$ cat src/rtl/cordic_dual_pkg.sv
// Shared constants and helpers for the dual-mode CORDIC pipeline.
// Assumes the phase is in radians with PH_FRAC fraction bits.
package cordic_dual_pkg;

    typedef enum logic {
        MODE_ROT = 1'b0,
        MODE_VEC = 1'b1
    } cordic_mode_e;

    localparam int PH_FRAC       = 13;
    localparam int HALF_PI       = 12868;   // pi/2 * 2^13
    localparam int INV_GAIN      = 19898;   // 1/K * 2^15
    localparam int INV_GAIN_FRAC = 15;

    // Arctangent of 2^-i, scaled to the phase format.
    function automatic int atan_step(input int i);
        case (i)
            0:  return 6434;
            1:  return 3798;
            2:  return 2007;
            3:  return 1019;
            4:  return 511;
            5:  return 256;
            6:  return 128;
            7:  return 64;
            8:  return 32;
            9:  return 16;
            10: return 8;
            11: return 4;
            12: return 2;
            default: return (i < 31) ? ((1 << PH_FRAC) >> i) : 0;
        endcase
    endfunction

endpackage

$ cat src/rtl/cordic_dual_fold.sv
// Entry register. Folds each sample into the convergence range of the
// iterations by a quarter-turn and seeds the angle accumulator.
// Vectoring: negative x is turned by -/+90 degrees and z starts at +/-pi/2.
// Rotation: |z| > pi/2 is turned by +/-90 degrees and z is reduced.
// Assumes a rotation angle of |z| <= pi.
module cordic_dual_fold
    import cordic_dual_pkg::*;
#(
    parameter int DW = 16,
    parameter int IW = DW + 3,
    parameter int ZW = DW + 1
) (
    input  logic                 clk,
    input  logic                 rst_n,
    input  logic                 in_vld,
    input  logic                 in_mode,
    input  logic signed [DW-1:0] in_x,
    input  logic signed [DW-1:0] in_y,
    input  logic signed [DW-1:0] in_z,
    output logic                 o_vld,
    output logic                 o_mode,
    output logic signed [IW-1:0] o_x,
    output logic signed [IW-1:0] o_y,
    output logic signed [ZW-1:0] o_z
);
    localparam logic signed [ZW-1:0] HP = ZW'(HALF_PI);

    logic signed [IW-1:0] xe, ye, xf, yf;
    logic signed [ZW-1:0] ze, zf;

    assign xe = IW'(in_x);
    assign ye = IW'(in_y);
    assign ze = ZW'(in_z);

    // Pick the quarter-turn for this sample's mode.
    always_comb begin
        xf = xe;
        yf = ye;
        zf = ze;
        if (in_mode == MODE_VEC) begin
            zf = '0;
            if (xe < 0) begin
                if (ye >= 0) begin
                    xf = ye;
                    yf = -xe;
                    zf = HP;
                end else begin
                    xf = -ye;
                    yf = xe;
                    zf = -HP;
                end
            end
        end else begin
            if (ze > HP) begin
                xf = -ye;
                yf = xe;
                zf = ze - HP;
            end else if (ze < -HP) begin
                xf = ye;
                yf = -xe;
                zf = ze + HP;
            end
        end
    end

    // Register the folded sample.
    always_ff @(posedge clk) begin
        if (!rst_n) begin
            o_vld  <= 1'b0;
            o_mode <= 1'b0;
            o_x    <= '0;
            o_y    <= '0;
            o_z    <= '0;
        end else begin
            o_vld  <= in_vld;
            o_mode <= in_mode;
            o_x    <= xf;
            o_y    <= yf;
            o_z    <= zf;
        end
    end
endmodule

$ cat src/rtl/cordic_dual_stage.sv
// One CORDIC micro-rotation by atan(2^-SHIFT). The direction comes from
// the sample's own mode tag: vectoring drives y toward 0, rotation
// drives z toward 0. Assumes the inputs are already in range.
module cordic_dual_stage
    import cordic_dual_pkg::*;
#(
    parameter int IW    = 19,
    parameter int ZW    = 17,
    parameter int SHIFT = 0
) (
    input  logic                 clk,
    input  logic                 rst_n,
    input  logic                 i_vld,
    input  logic                 i_mode,
    input  logic signed [IW-1:0] i_x,
    input  logic signed [IW-1:0] i_y,
    input  logic signed [ZW-1:0] i_z,
    output logic                 o_vld,
    output logic                 o_mode,
    output logic signed [IW-1:0] o_x,
    output logic signed [IW-1:0] o_y,
    output logic signed [ZW-1:0] o_z
);
    localparam logic signed [ZW-1:0] ANG = ZW'(atan_step(SHIFT));

    logic                 turn_pos;
    logic signed [IW-1:0] xs, ys;

    assign xs = i_x >>> SHIFT;
    assign ys = i_y >>> SHIFT;

    // Direction rule selected by the sample's tag.
    assign turn_pos = (i_mode == MODE_VEC) ? (i_y < 0) : (i_z >= 0);

    // Apply the micro-rotation and advance the tag with the data.
    always_ff @(posedge clk) begin
        if (!rst_n) begin
            o_vld  <= 1'b0;
            o_mode <= 1'b0;
            o_x    <= '0;
            o_y    <= '0;
            o_z    <= '0;
        end else begin
            o_vld  <= i_vld;
            o_mode <= i_mode;
            if (turn_pos) begin
                o_x <= i_x - ys;
                o_y <= i_y + xs;
                o_z <= i_z - ANG;
            end else begin
                o_x <= i_x + ys;
                o_y <= i_y - xs;
                o_z <= i_z + ANG;
            end
        end
    end
endmodule

$ cat src/rtl/cordic_dual_scale.sv
// Exit register. Multiplies x and y by 1/K with rounding, then clips
// x, y and z to the DW-bit output range. Assumes the iteration count
// is large enough that the gain constant has settled.
module cordic_dual_scale
    import cordic_dual_pkg::*;
#(
    parameter int DW = 16,
    parameter int IW = DW + 3,
    parameter int ZW = DW + 1
) (
    input  logic                 clk,
    input  logic                 rst_n,
    input  logic                 i_vld,
    input  logic                 i_mode,
    input  logic signed [IW-1:0] i_x,
    input  logic signed [IW-1:0] i_y,
    input  logic signed [ZW-1:0] i_z,
    output logic                 o_vld,
    output logic                 o_mode,
    output logic signed [DW-1:0] o_x,
    output logic signed [DW-1:0] o_y,
    output logic signed [DW-1:0] o_z
);
    localparam int PW = IW + INV_GAIN_FRAC + 2;
    localparam logic signed [PW-1:0] GAIN = PW'(INV_GAIN);
    localparam logic signed [PW-1:0] HALF = PW'(1) <<< (INV_GAIN_FRAC - 1);
    localparam logic signed [PW-1:0] MAXV = PW'((64'sd1 <<< (DW - 1)) - 1);
    localparam logic signed [PW-1:0] MINV = -MAXV - PW'(1);

    logic signed [PW-1:0] px, py, sx, sy;

    // Clip a wide value into the output width.
    function automatic logic signed [DW-1:0] clip(input logic signed [PW-1:0] v);
        if (v > MAXV)      return DW'(MAXV);
        else if (v < MINV) return DW'(MINV);
        else               return DW'(v);
    endfunction

    assign px = PW'(i_x) * GAIN;
    assign py = PW'(i_y) * GAIN;
    assign sx = (px + HALF) >>> INV_GAIN_FRAC;
    assign sy = (py + HALF) >>> INV_GAIN_FRAC;

    // Register the gain-corrected, clipped result.
    always_ff @(posedge clk) begin
        if (!rst_n) begin
            o_vld  <= 1'b0;
            o_mode <= 1'b0;
            o_x    <= '0;
            o_y    <= '0;
            o_z    <= '0;
        end else begin
            o_vld  <= i_vld;
            o_mode <= i_mode;
            o_x    <= clip(sx);
            o_y    <= clip(sy);
            o_z    <= clip(PW'(i_z));
        end
    end
endmodule

$ cat src/rtl/cordic_dual_pipe.sv
// Dual-mode circular CORDIC pipeline: fold register, STAGES micro-rotation
// stages and a gain/clip register. The latency is STAGES+2 cycles. Each
// sample's mode tag rides with it, so the modes may interleave every cycle.
module cordic_dual_pipe
    import cordic_dual_pkg::*;
#(
    parameter int DW     = 16,
    parameter int STAGES = 13
) (
    input  logic                 clk,
    input  logic                 rst_n,
    input  logic                 in_vld,
    input  logic                 in_mode,
    input  logic signed [DW-1:0] in_x,
    input  logic signed [DW-1:0] in_y,
    input  logic signed [DW-1:0] in_z,
    output logic                 out_vld,
    output logic                 out_mode,
    output logic signed [DW-1:0] out_x,
    output logic signed [DW-1:0] out_y,
    output logic signed [DW-1:0] out_z
);
    localparam int IW = DW + 3;
    localparam int ZW = DW + 1;

    logic                 vld_p  [0:STAGES];
    logic                 mode_p [0:STAGES];
    logic signed [IW-1:0] x_p    [0:STAGES];
    logic signed [IW-1:0] y_p    [0:STAGES];
    logic signed [ZW-1:0] z_p    [0:STAGES];

    cordic_dual_fold #(.DW(DW), .IW(IW), .ZW(ZW)) u_fold (
        .clk(clk), .rst_n(rst_n),
        .in_vld(in_vld), .in_mode(in_mode),
        .in_x(in_x), .in_y(in_y), .in_z(in_z),
        .o_vld(vld_p[0]), .o_mode(mode_p[0]),
        .o_x(x_p[0]), .o_y(y_p[0]), .o_z(z_p[0])
    );

    for (genvar g = 0; g < STAGES; g++) begin : g_iter
        cordic_dual_stage #(.IW(IW), .ZW(ZW), .SHIFT(g)) u_stage (
            .clk(clk), .rst_n(rst_n),
            .i_vld(vld_p[g]), .i_mode(mode_p[g]),
            .i_x(x_p[g]), .i_y(y_p[g]), .i_z(z_p[g]),
            .o_vld(vld_p[g+1]), .o_mode(mode_p[g+1]),
            .o_x(x_p[g+1]), .o_y(y_p[g+1]), .o_z(z_p[g+1])
        );
    end

    cordic_dual_scale #(.DW(DW), .IW(IW), .ZW(ZW)) u_scale (
        .clk(clk), .rst_n(rst_n),
        .i_vld(vld_p[STAGES]), .i_mode(mode_p[STAGES]),
        .i_x(x_p[STAGES]), .i_y(y_p[STAGES]), .i_z(z_p[STAGES]),
        .o_vld(out_vld), .o_mode(out_mode),
        .o_x(out_x), .o_y(out_y), .o_z(out_z)
    );
endmodule

$ cat config.mk
export PLATFORM = sky130hd
export DESIGN_NAME = cordic_dual_pipe
export DESIGN_NICKNAME = d
export VERILOG_FILES = /design/src/rtl/cordic_dual_pkg.sv /design/src/rtl/cordic_dual_fold.sv /design/src/rtl/cordic_dual_stage.sv /design/src/rtl/cordic_dual_scale.sv /design/src/rtl/cordic_dual_pipe.sv
export SDC_FILE = /design/constraint.sdc
export NUM_CORES = 2
export LEC_CHECK = 0
export BUFFER_PORTS_ARGS = -buffer_cell sky130_fd_sc_hd__buf_2
export CORE_MARGIN = 2
export CORE_UTILIZATION = 45
export DETAILED_ROUTE_END_ITERATION = 10
export GPL_TIMING_DRIVEN = 0
export PLACE_DENSITY = 0.57
export SLEW_MARGIN = 20
export SYNTH_ARGS = -nofsm -noshare
export SYNTH_HDL_FRONTEND = slang
export SYNTH_SLANG_ARGS = --single-unit
$ cat constraint.sdc
create_clock -name clk -period 18 [get_ports clk]
set_input_delay 1.8 -clock clk [delete_from_list [all_inputs] [get_ports clk]]
set_output_delay 1.8 -clock clk [all_outputs]
set_load 0.05 [all_outputs]
==> flow_metrics.py <==
metrics = {
    "grt": {
        "grt-busiest-layer": "met2",
        "grt_max_degree": 23,
        "grt.overflow.total": 0,
        "grt_pass1_vias": 57800,
        "met1_usage": 0.329,
        "grt_pass1_wl_mm": 314,
        "antenna_found_initial": 5,
        "use_met2": 0.415,
        "track_usage": 0.248,
        "grt.met3_usage": 0.0360,
    },
    "layout": {
        "fill_cells": 15300,
        "multi_input_area_mm2": 0.0497,
        "antenna_cells": 0,
        "nets": 9945,
        "final_core_util": 0.494,
        "drive_above_1_share": 0.0441,
        "seqCellArea_mm2": 0.0170,
        "design_area_mm2": 0.0770,
        "area_growth_syn_to_layout_pct": 9.30,
    },
    "timing": {
        "hold_viol": 0,
        "min_period_ns": 8.06,
        "setup_viol": 0,
        "maxSlewViolCount": 0,
        "rsz0062_at_grt": "false",
        "tightest_slew_ns": 1.18,
        "finalSetupTns_ns": 0,
        "fmax_mhz": 124,
        "period_share": 0.448,
        "clock_skew_ns": 0.0455,
        "relSlewSlack": 0.212,
    },
    "floorplanning": {
        "die_w_um": 400,
        "start_util": 0.452,
        "rows": 145,
        "die-height_um": 400,
        "coreArea_mm2": 0.156,
        "pin_count": 102,
        "die-area_mm2": 0.160,
    },
    "clock_network": {
        "cts_made_buffers": 98,
        "cts_tree": "done",
        "clk_path_buf_depth": 3,
        "clk_pin_slew_ns": 0.06,
        "clkSinkCount": 847,
        "cts_hold_buf": 0,
        "clk_latency_ns": 0.74,
        "post_cts_buffers": 0,
        "root_buffer": "clkbuf_16",
        "cts_resized": 0,
        "htree_levels": 3,
    },
    "place": {
        "placed_area_mm2": 0.0736,
        "gp_congestion": 0.912,
        "dpl.hpwl_mm": 164,
        "io_buffers": 79,
    },
    "hold_path": {
        "hp-start": "g_iter[9].u_stage.o_z[2]$_SDFF_PN0_",
        "worstHoldPathCells": 1,
        "whs_endpoint": "g_iter[10].u_stage.o_z[2]$_SDFF_PN0_",
        "hp-class": "reg2reg",
    },
    "flow_run": {
        "cap_viol_max_count": 0,
    },
    "critical_path": {
        "r2r_end": "u_scale.o_y[5]$_SDFF_PN0_",
        "critPathLaunch": "g_iter[12].u_stage.o_y[18]$_SDFF_PN0_",
        "worst_r2r_startpoint": "g_iter[12].u_stage.o_y[18]$_SDFF_PN0_",
        "rrSetupSlack_ns": 9.94,
        "cp-start-kind": "register",
        "cp.required_ns": 18.58,
        "crit_path_end_kind": "register",
        "cp.arrival_ns": 8.65,
        "worstSetupPathType": "reg2reg",
        "cp_max_fo": 20,
        "ff2ff_path_depth": 23,
    },
    "route": {
        "viasPerCell": 5.52,
        "wl_per_cell_um": 18.6,
        "ant_nets": 0,
        "vias": 59800,
        "first_pass_iters": 5,
        "wl_mm": 201,
        "drt_iter0_markers": 3897,
        "remaining_drc_errors": 0,
    },
    "yosys": {
        "yosysWarningCount": 0,
        "synthTopCellsByCount": "ha_1, dfxtp_1, nor2_1, inv_1, a21oi_1",
        "ys_ff_latch": 847,
        "synth_cells": 8503,
        "synth_ff_type": "dfxtp_1",
        "yosysMostFrequentCell": "ha_1",
        "netlist.area_leader.share": 0.241,
        "netlist_area_mm2": 0.0705,
        "synth.distinct_cells": 95,
        "avgSynthCellArea_um2": 8.29,
        "async_reset_ff_frac": 0,
        "yosys.area.top_type": "dfxtp_1",
        "synth_nets": 9762,
        "ys_seq_area_frac": 0.241,
        "synth_area_leaders": "dfxtp_1, ha_1, fa_1",
        "synth_edf_count": 0,
    },
    "status": {
        "status": "completed",
    },
}
[final cells by class]
class / instances / share of cell area
Timing Repair Buffer: 83 / 0.00630
Clock buffer: 120 / 0.0349
Inverter: 750 / 0.0365
Sequential cell: 847 / 0.220
Tap cell: 2058 / 0.0334
Clock inverter: 56 / 0.0102
Multi-Input combinational cell: 6657 / 0.645
Buffer: 249 / 0.0131
[state kept, by name (all words and copies together), names as in the netlist]
register and cells:
g_iter.u_stage.o_x 246, u_scale.o_z 16, u_scale.o_mode 1, u_fold.o_z 17, u_fold.o_vld 1, u_fold.o_y 19
u_scale.o_y 16, g_iter.u_stage.o_y 247, u_fold.o_x 19, g_iter.u_stage.o_vld 13, g_iter.u_stage.o_z 221, u_scale.o_vld 1
g_iter.u_stage.o_mode 13, u_fold.o_mode 1, u_scale.o_x 16
[cells in the final DEF, fill, tap and decap left out, types with 45 or more instances in the layout]
master	instances
o21bai_1	105
and2_1	146
nor3b_1	66
dfxtp_1	846
nand2_1	499
and3_1	50
xnor2_1	410
a21oi_1	729
a21boi_0	57
o21ai_0	460
or3_1	165
nor3_1	369
nor2_1	793
nor2b_1	125
inv_1	743
buf_2	91
a31oi_1	45
clkbuf_16	98
clkbuf_1	204
ha_1	928
a211oi_1	68
a21o_1	121
xor2_1	342
nand2b_1	102
fa_1	279
o21a_1	62
mux2i_1	51
o31ai_1	114
nand3_1	139
[through the flow]
step / cells / hold WS [ns] / setup WS [ns]
CTS: 10800 / 0.413 / 9.69
detailed placement: 10600 / 0.417 / 9.69
global placement: 10600 / 0.415 / 9.76
finish: 10800 / 0.412 / 9.94
global route: 10800 / 0.425 / 9.39
floorplan: 8503 / 0.412 / 11.14
[cells by family after synthesis]
family          after synthesis  share of synthesized area
compound gates             2020                      0.177
xor+xnor                    754                     0.0939
mux                          70                     0.0103
simple gates               2606                      0.180
flops                       847                      0.241
buf+inv                     999                     0.0539
fa+ha+maj                  1207                      0.244
[worst max path at each step]
stage	cells after the start	end
5_1_grt	23	u_scale.o_y[5]$_SDFF_PN0_
2_1_floorplan	22	u_scale.o_x[4]$_SDFF_PN0_
6_report	23	u_scale.o_y[5]$_SDFF_PN0_
3_3_place_gp	22	u_scale.o_x[11]$_SDFF_PN0_
3_5_place_dp	22	u_scale.o_x[11]$_SDFF_PN0_
4_1_cts	22	u_scale.o_x[11]$_SDFF_PN0_
[worst max-delay path, cell delays in order (launching register included)]
cell	delay [ns]
dfxtp_1	1.00
ha_1	0.42
fa_1	0.51
inv_1	0.07
fa_1	0.52
fa_1	0.44
fa_1	0.58
inv_1	0.07
fa_1	0.53
inv_1	0.04
ha_1	0.36
nand2_1	0.09
o21ai_1	0.49
or2_2	0.20
o21ai_0	0.08
a211oi_2	0.29
a21boi_0	0.22
o2111ai_1	0.37
o31ai_1	0.45
o2111a_1	0.21
a21oi_1	0.07
o21bai_1	0.46
buf_2	0.31
o21ai_0	0.13
[routing by layer]
metal | up-vias | routed length [µm]
li1 | 29900 | -
met1 | 28400 | 91600
met2 | 1245 | 93100
met3 | 275 | 10400
met4 | 0 | 5720
met5 | - | 0
Power is not shown: default switching activity piles up to over one toggle a cycle in this logic, so the estimate is an artifact.
